<file path="src/rtl/sdsr_pkg.sv">
package sdsr_pkg;

    localparam int SR_W = 32;
    localparam int RESP_ERR_W = 5;

    localparam int B_CMDRDY   = 0;
    localparam int B_RXRDY    = 1;
    localparam int B_TXRDY    = 2;
    localparam int B_BLKEND   = 3;
    localparam int B_XFERBUSY = 4;
    localparam int B_NOTBUSY  = 5;
    localparam int B_SDIOIRQ  = 8;
    localparam int B_SDIOWAIT = 12;
    localparam int B_CMPLSIG  = 13;
    localparam int B_RESPERR  = 16;
    localparam int B_DCRCERR  = 21;
    localparam int B_DTOUT    = 22;
    localparam int B_CTOUT    = 23;
    localparam int B_BLKOVR   = 24;
    localparam int B_FIFOEMP  = 25;
    localparam int B_XFRIDLE  = 26;
    localparam int B_BOOTACK  = 27;
    localparam int B_BOOTERR  = 28;
    localparam int B_OVERRUN  = 30;
    localparam int B_UNDERRUN = 31;

    localparam logic [SR_W-1:0] RESET_WORD =
        (SR_W'(1) << B_CMDRDY) | (SR_W'(1) << B_TXRDY) | (SR_W'(1) << B_NOTBUSY);

    typedef enum logic [3:0] {
        RULE_RSVD,
        RULE_LIVE,
        RULE_ON_READ,
        RULE_ON_CMD,
        RULE_ON_RDR,
        RULE_ON_TDR,
        RULE_BY_CFG,
        RULE_ON_EVT
    } rule_e;

    function automatic rule_e bit_rule(input int b);
        rule_e r;
        r = RULE_RSVD;
        if (b == B_CMDRDY) r = RULE_ON_CMD;
        else if (b == B_RXRDY) r = RULE_ON_RDR;
        else if (b == B_TXRDY) r = RULE_ON_TDR;
        else if (b == B_NOTBUSY) r = RULE_ON_EVT;
        else if (b == B_XFERBUSY || b == B_SDIOWAIT || b == B_FIFOEMP || b == B_XFRIDLE)
            r = RULE_LIVE;
        else if (b >= B_RESPERR && b < B_RESPERR + RESP_ERR_W) r = RULE_ON_CMD;
        else if (b == B_BLKEND || b == B_SDIOIRQ || b == B_CMPLSIG || b == B_DCRCERR ||
                 b == B_DTOUT || b == B_CTOUT || b == B_BLKOVR || b == B_BOOTACK ||
                 b == B_BOOTERR)
            r = RULE_ON_READ;
        else if (b == B_OVERRUN || b == B_UNDERRUN) r = RULE_BY_CFG;
        return r;
    endfunction

endpackage

</file>
<file path="src/rtl/sdsr_flag.sv">
module sdsr_flag #(
    parameter logic RST_VAL = 1'b0
) (
    input  logic clk,
    input  logic rst_n,
    input  logic set_i,
    input  logic clr_i,
    output logic q_o
);

    always_ff @(posedge clk or negedge rst_n) begin
        if (!rst_n)     q_o <= RST_VAL;
        else if (set_i) q_o <= 1'b1;
        else if (clr_i) q_o <= 1'b0;
    end

    a_r10_set_wins: assert property (@(posedge clk) disable iff (!rst_n)
        set_i |=> q_o);

    a_r5_clear_without_set: assert property (@(posedge clk) disable iff (!rst_n)
        (clr_i && !set_i) |=> !q_o);

endmodule

</file>
<file path="src/rtl/sdsr_xfer_fsm.sv">
module sdsr_xfer_fsm (
    input  logic clk,
    input  logic rst_n,
    input  logic start_i,
    input  logic data_end_i,
    input  logic crc_done_i,
    output logic busy_o
);

    typedef enum logic [1:0] {DT_IDLE, DT_DATA, DT_CRC} dt_state_e;

    dt_state_e state_q, state_d;

    always_ff @(posedge clk or negedge rst_n) begin
        if (!rst_n) state_q <= DT_IDLE;
        else        state_q <= state_d;
    end

    always_comb begin
        state_d = state_q;
        unique case (state_q)
            DT_IDLE: if (start_i)    state_d = DT_DATA;
            DT_DATA: if (data_end_i) state_d = DT_CRC;
            DT_CRC:  if (crc_done_i) state_d = DT_IDLE;
            default:                 state_d = DT_IDLE;
        endcase
    end

    always_comb begin
        unique case (state_q)
            DT_DATA, DT_CRC: busy_o = 1'b1;
            default:         busy_o = 1'b0;
        endcase
    end

    a_r7_start_raises: assert property (@(posedge clk) disable iff (!rst_n)
        (!busy_o && start_i) |=> busy_o);

    a_r7_crc_end_drops: assert property (@(posedge clk) disable iff (!rst_n)
        (state_q == DT_CRC && crc_done_i) |=> !busy_o);

endmodule

</file>
<file path="src/rtl/sdsr_status_top.sv">
module sdsr_status_top
    import sdsr_pkg::*;
(
    input  logic        clk,
    input  logic        rst_n,
    input  logic        rd_stb,
    output logic [31:0] rd_data,
    input  logic        cmd_wr,
    input  logic        rdr_rd,
    input  logic        tdr_wr,
    input  logic        cfg_err_clr_on_read,
    input  logic        ev_cmd_sent,
    input  logic        ev_rx_data,
    input  logic        ev_tx_moved,
    input  logic        ev_blk_end,
    input  logic        ev_xfer_start,
    input  logic        ev_data_end,
    input  logic        ev_crc_done,
    input  logic        ev_resp_end,
    input  logic        ev_busy_end,
    input  logic        ev_sdio_irq,
    input  logic        lv_sdio_wait,
    input  logic        ev_cmpl_sig,
    input  logic [4:0]  ev_resp_err,
    input  logic        ev_data_crc_err,
    input  logic        ev_data_tout,
    input  logic        ev_cmpl_tout,
    input  logic        ev_blk_ovr,
    input  logic        lv_fifo_empty,
    input  logic        lv_xfer_idle,
    input  logic        ev_boot_ack,
    input  logic        ev_boot_ack_err,
    input  logic        ev_rx_overrun,
    input  logic        ev_tx_underrun
);

    logic [SR_W-1:0] src_vec;
    logic [SR_W-1:0] word;
    logic            xfer_busy;

    sdsr_xfer_fsm u_xfer (
        .clk        (clk),
        .rst_n      (rst_n),
        .start_i    (ev_xfer_start),
        .data_end_i (ev_data_end),
        .crc_done_i (ev_crc_done),
        .busy_o     (xfer_busy)
    );

    always_comb begin
        src_vec = '0;
        src_vec[B_CMDRDY]   = ev_cmd_sent;
        src_vec[B_RXRDY]    = ev_rx_data;
        src_vec[B_TXRDY]    = ev_tx_moved;
        src_vec[B_BLKEND]   = ev_blk_end;
        src_vec[B_XFERBUSY] = xfer_busy;
        src_vec[B_NOTBUSY]  = ev_busy_end;
        src_vec[B_SDIOIRQ]  = ev_sdio_irq;
        src_vec[B_SDIOWAIT] = lv_sdio_wait;
        src_vec[B_CMPLSIG]  = ev_cmpl_sig;
        src_vec[B_RESPERR +: RESP_ERR_W] = ev_resp_err;
        src_vec[B_DCRCERR]  = ev_data_crc_err;
        src_vec[B_DTOUT]    = ev_data_tout;
        src_vec[B_CTOUT]    = ev_cmpl_tout;
        src_vec[B_BLKOVR]   = ev_blk_ovr;
        src_vec[B_FIFOEMP]  = lv_fifo_empty;
        src_vec[B_XFRIDLE]  = lv_xfer_idle;
        src_vec[B_BOOTACK]  = ev_boot_ack;
        src_vec[B_BOOTERR]  = ev_boot_ack_err;
        src_vec[B_OVERRUN]  = ev_rx_overrun;
        src_vec[B_UNDERRUN] = ev_tx_underrun;
    end

    for (genvar g = 0; g < SR_W; g++) begin : g_bit
        localparam rule_e RULE = bit_rule(g);
        if (RULE == RULE_RSVD || RULE == RULE_LIVE) begin : g_pass
            assign word[g] = src_vec[g];
        end else begin : g_flag
            logic clr;
            if (RULE == RULE_ON_READ) begin : g_c
                assign clr = rd_stb;
            end else if (RULE == RULE_ON_CMD) begin : g_c
                assign clr = cmd_wr;
            end else if (RULE == RULE_ON_RDR) begin : g_c
                assign clr = rdr_rd;
            end else if (RULE == RULE_ON_TDR) begin : g_c
                assign clr = tdr_wr;
            end else if (RULE == RULE_BY_CFG) begin : g_c
                assign clr = cfg_err_clr_on_read ? rd_stb : cmd_wr;
            end else begin : g_c
                assign clr = ev_resp_end;
            end
            sdsr_flag #(.RST_VAL(RESET_WORD[g])) u_flag (
                .clk   (clk),
                .rst_n (rst_n),
                .set_i (src_vec[g]),
                .clr_i (clr),
                .q_o   (word[g])
            );
        end
    end

    always_ff @(posedge clk or negedge rst_n) begin
        if (!rst_n)      rd_data <= '0;
        else if (rd_stb) rd_data <= word;
    end

    a_r4_resp_err_survives_read: assert property (@(posedge clk) disable iff (!rst_n)
        (word[B_RESPERR] && rd_stb && !cmd_wr) |=> word[B_RESPERR]);

    a_r6_cfg_read_ignores_cmd: assert property (@(posedge clk) disable iff (!rst_n)
        (cfg_err_clr_on_read && word[B_OVERRUN] && cmd_wr && !rd_stb) |=> word[B_OVERRUN]);

    a_r6_cfg_cmd_ignores_read: assert property (@(posedge clk) disable iff (!rst_n)
        (!cfg_err_clr_on_read && word[B_UNDERRUN] && rd_stb && !cmd_wr) |=> word[B_UNDERRUN]);

    a_r11_hold_between_reads: assert property (@(posedge clk) disable iff (!rst_n)
        !rd_stb |=> $stable(rd_data));

    a_r12_reserved_zero: assert property (@(posedge clk) disable iff (!rst_n)
        rd_stb |=> (rd_data[7:6] == 2'b00 && rd_data[11:9] == 3'b000 &&
                    rd_data[15:14] == 2'b00 && !rd_data[29]));

endmodule

</file>
<file path="config.mk">
export PLATFORM = sky130hd
export DESIGN_NAME = sdsr_status_top
export DESIGN_NICKNAME = d
export VERILOG_FILES = /design/src/rtl/sdsr_pkg.sv /design/src/rtl/sdsr_flag.sv /design/src/rtl/sdsr_xfer_fsm.sv /design/src/rtl/sdsr_status_top.sv
export SDC_FILE = /design/constraint.sdc
export NUM_CORES = 1
export LEC_CHECK = 0
export CAP_MARGIN = 10
export CORE_ASPECT_RATIO = 0.5
export CORE_MARGIN = 1
export CORE_UTILIZATION = 60
export DETAILED_ROUTE_END_ITERATION = 6
export DONT_BUFFER_PORTS = 1
export PLACE_DENSITY_LB_ADDON = 0.2
export SETUP_SLACK_MARGIN = 0.15
export SLEW_MARGIN = 20
export SYNTH_ARGS = -nofsm -noshare
export SYNTH_HDL_FRONTEND = slang
export SYNTH_SLANG_ARGS = --single-unit
</file>
<file path="constraint.sdc">
create_clock -name clk -period 3.38 [get_ports clk]
set_input_delay 1.014 -clock clk [delete_from_list [all_inputs] [get_ports clk]]
set_output_delay 1.014 -clock clk [all_outputs]
set_load 0.02 [all_outputs]
</file>
==> results of run 1 <==
[power by group through the flow]
stage                     Clock, uW  Combinational [uW]  Sequential [uW]
after CTS                       344                 153              711
after global routing            363                 165              719
after global placement            0                 144              718
final                           333                 151              710
after floorplan                   0                 154              706
after detailed placement          0                 153              721
[worst max-delay path by stage]
stage                              endpoint  cells after the start  slack, ns           from
after floorplan           u_xfer.state_q[0]                      3       1.66  ev_xfer_start
after global placement    u_xfer.state_q[0]                      3       1.65  ev_xfer_start
after detailed placement  u_xfer.state_q[0]                      3       1.61  ev_xfer_start
after CTS                       rd_data[13]                      0       1.59    rd_data[13]
after global routing            rd_data[13]                      0       1.56    rd_data[13]
final                           rd_data[17]                      0       1.60    rd_data[17]
[metal layers]
metal,track usage [%],share of wire (%),up-vias
met1,19.8,46,431
met2,30.2,46,38
li1,-,-,393
met3,8.57,7.5,2
met5,0,0,-
met4,5.36,0.37,0
[cell usage in the layout (no fill, tap or decap), drive strengths merged]
cell type  count
a21o          20
a31oi          2
clkbuf         7
clkinv         1
conb           8
dfrtp         43
dfstp          3
ha             3
inv            8
mux2          25
mux2i          1
nand2b         2
o211ai         1
[area by class of cell]
class                      count  share of cell area, %
clock inverter                 1                  0.258
tap                           37                   2.39
clock buffer                   7                   4.45
multi-input combinational     62                   31.8
sequential                    46                   59.5
inverter                       8                   1.55
[flip-flops by register name (all words and copies together) (netlist names)]
name                     count
g_bit.g_flag.u_flag.q_o     20
rd_data                     24
u_xfer.state_q               2
[per-stage QoR]
step           instance area, um2  setup slack (ns)  power (uW)
3_5_place_dp                 1850              1.61         874
4_1_cts                      1940              1.59        1210
3_3_place_gp                 1850              1.65         863
5_1_grt                      1940              1.56        1250
6_report                     1940              1.60        1190
2_1_floorplan                1910              1.66         860
[kinds of logic (layout without fill, tap and decap cells)]
kind of cell | Yosys count | count (layout)
compound gates | 23 | 23
fa+ha+maj | 3 | 3
mux | 26 | 26
simple gates | 2 | 2
buf+inv | 19 | 16
other cells | 1 | 8
flops | 46 | 46
==> run summary, run 1 <==
Via Count -> 864
DR pass1 iterations -> 3
Synth area leaders -> dfrtp_1, mux2_4, a21o_1
CP arrival -> 0.77 ns
first-pass GRT wire length -> 4.31 mm
clock buffer depth -> 2
XOR/XNOR Fraction of Synth Area -> 0%
Num Clock Sinks -> 46
combinational power share -> 12.6%
outcome -> completed
NetSw -> 318 uW
Cells after Synth -> 120
largest family of logic cells by synthesized area -> multiplexers
worst reg2reg startpoint -> u_xfer.state_q[0]
Max VDD drop -> 0.373 mV
maximum operating frequency -> 0.561 GHz
gr ovfl total -> 0
Critical Setup Path Class -> flip-flop to output port
Min-Delay Path Class -> primary input to async pin
Max-cap violations -> 0
PwrDens -> 616 nW/um2
H-tree depth -> 2
min Tclk post-route -> 1.78 ns
Syn Std Cell Area -> 1890 um2
dpl hpwl -> 1.81 mm
ys async rst share -> 100%
Post-synth EDFFs -> 0
Core Util, Final -> 69.7%
Sw Ratio -> 26.6%
Tot GR Track Use -> 17.8%
largest net degree at the start of global routing -> 47
die area -> 3390 um2
Startpoint Class -> flip-flop
Seq/Total Area, Yosys -> 61.2%
Post-DRT Antenna Nets -> 0
# rows -> 13
Synth area leader -> dfrtp_1
Clk pin slew, worst setup/hold paths -> 0.08 ns
yosys warns -> 0
Final setup viols -> 0
Clock Latency Late Sink -> 0.29 ns
post-synthesis simple-gate area fraction -> 0.663%
cts bufs inserted -> 5
CTS Root Cell -> clkbuf_8
non-filler instance count after layout -> 161
Hold-fix buffers, CTS -> 0
TNS Setup -> 0 ns
diode count -> 0
Seq pwr share -> 59.4%
Fin. Hold Viols -> 0
Int Power -> 876 uW
RD Place Congestion -> 0.573
postcts setup bufs -> 0
quantity of gates resized following cts -> 0
hold_ws -> 0.414 ns
Compound-Gate Fraction of Synth Area -> 9.02%
die width -> 81.3 um
Tcrit/Tclk final -> 52.8%
Register-to-Register Path Depth -> 5
DR WL/cell -> 16.6 um
core area -> 2780 um2
Final nets -> 160
Synth Area per Inst -> 15.7 um2
Final Slew Violations -> 0
CP Data Required Time -> 2.37 ns
Worst Clk Skew -> 0.00620 ns
flops & latches, synth -> 46
Initial DRC Count -> 49
Post-Synth Adder-Cell Area -> 1.99%
Starting Density -> 67.8%
Seq. cell area -> 1150 um2
Pleak -> 0.000940 uW
share of layout cells above drive strength 1 -> 29.0%
IO Port Bufs -> 0
Avg Vias per Cell -> 5.37
CTS tree -> built
share of the synthesized area in the top cell type -> 57.0%
placed cell count -> 153
antenna violations before repair -> 0
RSZ-0062 raised after global routing -> no
Multi-input gate area -> 617 um2
count of filler cells inserted in the layout -> 205
Layout area overhead -> 2.79%
synth cell count leaders -> dfrtp_1, a21o_1, mux2_4
Max Fanout on Critical Path -> 2
FF-to-FF setup slack -> 2.03 ns
Top FF cell, synth -> dfrtp_1
synth unique cells -> 16
Setup crit end kind -> output port
post-synthesis mux area share -> 19.4%
Remaining DRCs -> 0
Die H -> 41.7 um
r2r endpoint -> u_xfer.state_q[0]
vias in the first global route -> 939
# IOs -> 66
final WL -> 2.67 mm
clock power share -> 27.9%
count leader, synth -> dfrtp_1
No activity file was read; power rests on OpenSTA's default activity.
==> run 2, diff against run 1 <==
ABC_AREA = 1   (was not set)
clock period = 1.7 ns   (was 3.38 ns; I/O delays follow)
==> run 2 against run 1 <==
Compared with the run above:
- highest routed layer unchanged
- critical path type unchanged
- clock power increased by 97%
- worst setup slack worse by 1.2 ns
- combinational power rose by 93%
- synthesized cell count grew 37%
- design area is 2.3% higher
==> run summary, run 2 <==
postcts setup bufs -> 0 (unchanged)
CTS Root Cell -> clkbuf_8
CP Data Required Time -> 1.19 ns (-1.18 ns)
commonest non-fill, non-tap cell in the layout -> dfrtp_1
Min-Delay Path Class -> primary input to async pin
Max-cap violations -> 0 (unchanged)
PwrDens -> 1170 nW/um2 (+90%)
Syn Std Cell Area -> 1910 um2 (+1.4%)
maximum operating frequency -> 0.781 GHz
Synth area leader -> dfrtp_1
RSZ-0062 raised after global routing -> no
top flop regs -> rd_data: 24 flops, g_bit.g_flag.u_flag.q_o: 20 flops, u_xfer.state_q: 2 flops
Clock Latency Late Sink -> 0.29 ns (about the same)
vias in the first global route -> 1050 (+12%)
RD Place Congestion -> 0.604 (+5.5%)
Sw Ratio -> 29.5% (+2.9 points)
Tot GR Track Use -> 19.0% (+1.2 points)
count leader, synth -> dfrtp_1
antenna violations before repair -> 0 (unchanged)
Crit path depth -> 0 (unchanged)
NetSw -> 685 uW (+120%)
Setup crit end -> rd_data[28]
# IOs -> 66 (unchanged)
Max VDD drop -> 0.731 mV (+96%)
Worst Setup SP -> rd_data[28]
Setup crit end kind -> output port
ys async rst share -> 100% (unchanged)
Layout area overhead -> 3.73%
Register-to-Register Path Depth -> 3 (-2)
combinational power share -> 12.6% (about the same)
Fin. Hold Viols -> 0 (unchanged)
clock buffer depth -> 2 (unchanged)
largest net degree at the start of global routing -> 54 (+15%)
DR pass1 iterations -> 4 (+1)
Pleak -> 0.000948 uW (+0.79%)
Startpoint Class -> flip-flop
die width -> 81.9 um (+0.68%)
final WL -> 2.86 mm (+7.0%)
FF-to-FF setup slack -> 0.60 ns (-1.43 ns)
Seq/Total Area, Yosys -> 60.4% (-0.84 points)
# rows -> 14 (+1)
synth cell count leaders -> dfrtp_1, inv_1, a21oi_2, nor2_1, o21bai_1
Final nets -> 202 (+26%)
clock power share -> 28.2% (+0.3 points)
worst reg2reg startpoint -> u_xfer.state_q[0]
cts bufs inserted -> 5 (unchanged)
Critical Setup Path Class -> flip-flop to output port
Cells after Synth -> 164 (+37%)
synth unique cells -> 18 (+2)
dpl hpwl -> 1.92 mm (+5.9%)
Top FF cell, synth -> dfrtp_1
Int Power -> 1630 uW (+87%)
r2r endpoint -> rd_data[4]
Final Slew Violations -> 0 (unchanged)
count of filler cells inserted in the layout -> 241 (+18%)
Remaining DRCs -> 0 (unchanged)
Synth Area per Inst -> 11.7 um2 (-26%)
Final setup viols -> 0 (unchanged)
yosys warns -> 0 (unchanged)
Starting Density -> 63.5% (-4.3 points)
Synth area leaders -> dfrtp_1, a21oi_2, o21bai_1
Post-synth EDFFs -> 0 (unchanged)
die area -> 3430 um2 (+1.3%)
Max Fanout on Critical Path -> 2 (unchanged)
diode count -> 0 (unchanged)
share of the synthesized area in the top cell type -> 56.2% (-0.78 points)
IO Port Bufs -> 0 (unchanged)
first-pass GRT wire length -> 4.65 mm (+8.0%)
Hold-fix buffers, CTS -> 1 (+1)
Most flops, register -> rd_data
CTS tree -> built
placed cell count -> 197 (+29%)
max reg flops -> 24 (unchanged)
TNS Setup -> 0 ns (unchanged)
DR WL/cell -> 13.9 um (-16%)
Num Clock Sinks -> 46 (unchanged)
gr ovfl total -> 0 (unchanged)
Avg Vias per Cell -> 5.06 (-5.7%)
Initial DRC Count -> 61 (+24%)
most frequent cells in the layout -> dfrtp_1, inv_1, nor2_1, a21oi_2, o21bai_1
min Tclk post-route -> 1.28 ns
Tcrit/Tclk final -> 75.3%
H-tree depth -> 2 (unchanged)
Die H -> 41.9 um (+0.66%)
flops & latches, synth -> 46 (unchanged)
quantity of gates resized following cts -> 0 (unchanged)
Worst Clk Skew -> 0.00282 ns (-0.00338 ns)
Via Count -> 1043 (+21%)
CP arrival -> 0.77 ns (about the same)
Clk pin slew, worst setup/hold paths -> 0.08 ns (about the same)
outcome -> completed
Post-DRT Antenna Nets -> 0 (unchanged)
core area -> 3010 um2 (+8.3%)
share of layout cells above drive strength 1 -> 22.3% (-6.7 points)
non-filler instance count after layout -> 206 (+28%)
Seq pwr share -> 59.2% (-0.2 points)
==> run 2: final cells by class <==
cell class	count	area [um2]	area share (%)
well taps	40	50.0	2.52
flip-flops and latches	46	1150	58.2
repair buffers	1	20.0	1.01
clock inverters	3	21.3	1.07
inverters	25	93.8	4.73
clock buffers	5	68.8	3.47
multi-input cells	86	576	29.0
==> run 2: cells by family after synthesis <==
family	share of synthesized area, %
flip-flops	60.4
multiplexers	2.94
AND/OR/NAND/NOR	6.21
adder cells (fa/ha/maj)	1.96
AO/OA/AOI/OAI	17.4
buffers and inverters	10.9
other	0.196
==> run 2: worst min-delay path by stage <==
stage                                             end   from  depth (start not counted)
after floorplan           g_bit[13].g_flag.u_flag.q_o  rst_n                          0
after global placement    g_bit[20].g_flag.u_flag.q_o  rst_n                          0
after detailed placement                  rd_data[20]  rst_n                          0
after CTS                  g_bit[0].g_flag.u_flag.q_o  rst_n                          0
after global routing       g_bit[0].g_flag.u_flag.q_o  rst_n                          0
final                      g_bit[0].g_flag.u_flag.q_o  rst_n                          0
==> run 2: power by group through the flow <==
| stage | Sequential (uW) | Clock [uW] | Combinational (uW) |
|---|---|---|---|
| after global routing | 1390 | 718 | 337 |
| after global placement | 1390 | 0 | 256 |
| after CTS | 1370 | 675 | 299 |
| final | 1370 | 655 | 292 |
| after detailed placement | 1390 | 0 | 276 |
| after floorplan | 1370 | 0 | 279 |
==> run 2: per-stage QoR <==
step | instance area [um2] | hold WS (ns) | utilization [%] | setup WS (ns) | power (uW)
finish | 1980 | 0.0546 | 65.9 | 0.420 | 2320
global route | 1980 | 0.0374 | 65.9 | 0.383 | 2440
global placement | 1870 | 0.215 | 62.2 | 0.643 | 1640
floorplan | 1940 | 0.214 | - | 0.617 | 1650
CTS | 1980 | 0.0459 | 65.9 | 0.410 | 2350
detailed placement | 1870 | 0.215 | 62.2 | 0.609 | 1670
==> run 2: layer usage <==
metal,global-route usage (%),up-vias,share of wire (%)
li1,-,499,-
met1,21.8,506,43
met2,31.4,36,47
met3,9.67,2,8.6
met4,5.26,0,0.70
met5,0,-,0
==> run 3, diff against run 2 <==
clock period = 1.25 ns   (was 1.7 ns; I/O delays follow)
==> run 3 against run 2 <==
Compared with the run above:
- the run now ends with hold timing left
- sequential power grew 38%
- sequential share of layout area is essentially flat
- non-clock buffer count unchanged
- combinational power rose by 67%
- critical path type unchanged
- largest cell class unchanged
==> run summary, run 3 (synthesized netlist as in run 2, its figures left out) <==
DR pass1 iterations -> 3 (-1)
CP arrival -> 0.75 ns (-0.02 ns)
cts bufs inserted -> 5 (unchanged)
PwrDens -> 1620 nW/um2 (+38%)
outcome -> finished with violations
largest net degree at the start of global routing -> 54 (unchanged)
antenna violations before repair -> 0 (unchanged)
CTS Root Cell -> clkbuf_8
IO Port Bufs -> 0 (unchanged)
TNS Setup -> 0 ns (unchanged)
FF-to-FF setup slack -> 0.18 ns (-0.42 ns)
worst reg2reg startpoint -> u_xfer.state_q[0]
Clk pin slew, worst setup/hold paths -> 0.08 ns (about the same)
# rows -> 14 (unchanged)
count of filler cells inserted in the layout -> 235 (-2.5%)
Final setup viols -> 0 (unchanged)
r2r endpoint -> rd_data[4]
Initial DRC Count -> 39 (-36%)
Design Area, Final -> 2040 um2 (+2.6%)
die width -> 81.9 um (unchanged)
Tcrit/Tclk final -> 90.2%
Starting Density -> 63.5% (unchanged)
first-pass GRT wire length -> 4.57 mm (-1.6%)
Remaining DRCs -> 0 (unchanged)
Setup crit end kind -> output port
Fin. Hold Viols -> 46 (+46)
Final nets -> 202 (unchanged)
Max-cap violations -> 0 (unchanged)
Final Slew Violations -> 0 (unchanged)
Max Fanout on Critical Path -> 2 (unchanged)
RD Place Congestion -> 0.605 (+0.13%)
min Tclk post-route -> 1.13 ns
Most flops, register -> rd_data
gr ovfl total -> 0 (unchanged)
max reg flops -> 24 (unchanged)
Clock Latency Late Sink -> 0.29 ns (about the same)
die area -> 3430 um2 (unchanged)
Min-Delay Path Class -> primary input to async pin
Via Count -> 1032 (-1.1%)
Num Clock Sinks -> 46 (unchanged)
diode count -> 0 (unchanged)
Tot GR Track Use -> 18.9% (-0.088 points)
hold_ws -> -0.228 ns (-0.282 ns)
Post-DRT Antenna Nets -> 0 (unchanged)
top flop regs -> rd_data: 24 flops, g_bit.g_flag.u_flag.q_o: 20 flops, u_xfer.state_q: 2 flops
core area -> 3010 um2 (unchanged)
vias in the first global route -> 997 (-5.0%)
Register-to-Register Path Depth -> 3 (unchanged)
Layout area overhead -> 6.47%
Placed Area -> 1870 um2 (unchanged)
CTS tree -> built
Pleak -> 0.000937 uW (-1.2%)
maximum operating frequency -> 0.887 GHz
Worst Clk Skew -> 0.00428 ns (+0.00146 ns)
dpl hpwl -> 1.91 mm (-0.37%)
most frequent cells in the layout -> dfrtp_2, inv_1, nor2_1, a21oi_2, dfrtp_1
RSZ-0062 raised after global routing -> yes
clock buffer depth -> 2 (unchanged)
Critical Setup Path Class -> flip-flop to output port
Max VDD drop -> 1.18 mV (+61%)
CP Data Required Time -> 0.88 ns (-0.31 ns)
# IOs -> 66 (unchanged)
final WL -> 2.80 mm (-2.0%)
failing checks -> hold timing
H-tree depth -> 2 (unchanged)
DR WL/cell -> 13.6 um (-2.0%)
commonest non-fill, non-tap cell in the layout -> dfrtp_2
Startpoint Class -> flip-flop
share of layout cells above drive strength 1 -> 41.6% (+19 points)
Die H -> 41.9 um (unchanged)
Avg Vias per Cell -> 5.01 (-1.1%)
==> run 3: cell type report <==
cell class,count,area (um2),area share [%]
flip-flops and latches,46,1180,58.2
multi-input cells,86,609,29.9
inverters,25,93.8,4.61
clock buffers,7,86.3,4.24
well taps,40,50.0,2.46
repair buffers,1,7.51,0.369
clock inverters,1,5.00,0.246
==> run 3: metrics by stage <==
stage               utilization, %  instances  total power [uW]  hold slack, ns  setup WS (ns)
global route                  67.6        206              3460          -0.255         0.0871
floorplan                        -        171              2250          0.0794          0.209
CTS                           66.9        206              3270          -0.240          0.111
global placement              62.2        197              2230          0.0801          0.190
detailed placement            62.2        197              2290          0.0799          0.134
finish                        67.6        206              3300          -0.228          0.123
==> run 3: where the power goes <==
part / internal, uW / leakage [uW] / switching (uW) / total, uW
logic: 242 / 0.000410 / 247 / 489
clock network: 446 / 0.0000482 / 469 / 915
registers: 1670 / 0.000478 / 218 / 1890
==> run 3: how the worst max path moves through the flow <==
stage,start,endpoint,cells after the start
3_3_place_gp,u_xfer.state_q[0],rd_data[4],3
6_report,rd_data[3],rd_data[3],0
2_1_floorplan,u_xfer.state_q[0],rd_data[4],3
5_1_grt,rd_data[26],rd_data[26],0
3_5_place_dp,u_xfer.state_q[0],rd_data[4],3
4_1_cts,rd_data[26],rd_data[26],0
==> run 3: what timing repair did <==
item                                   4_1_cts  5_1_grt
setup buffers                                1        0
endpoints found under the hold margin       46       46
gates cloned                                 0        0
pin swaps                                    0        2
setup endpoints to repair                   27       27
resized for setup                           26        8
==> run 3: metal layers <==
metal,GRT usage [%],routed length [um]
met5,0,0
met4,8.42,31
met3,9.45,238
met2,30.1,1300
met1,21.5,1230
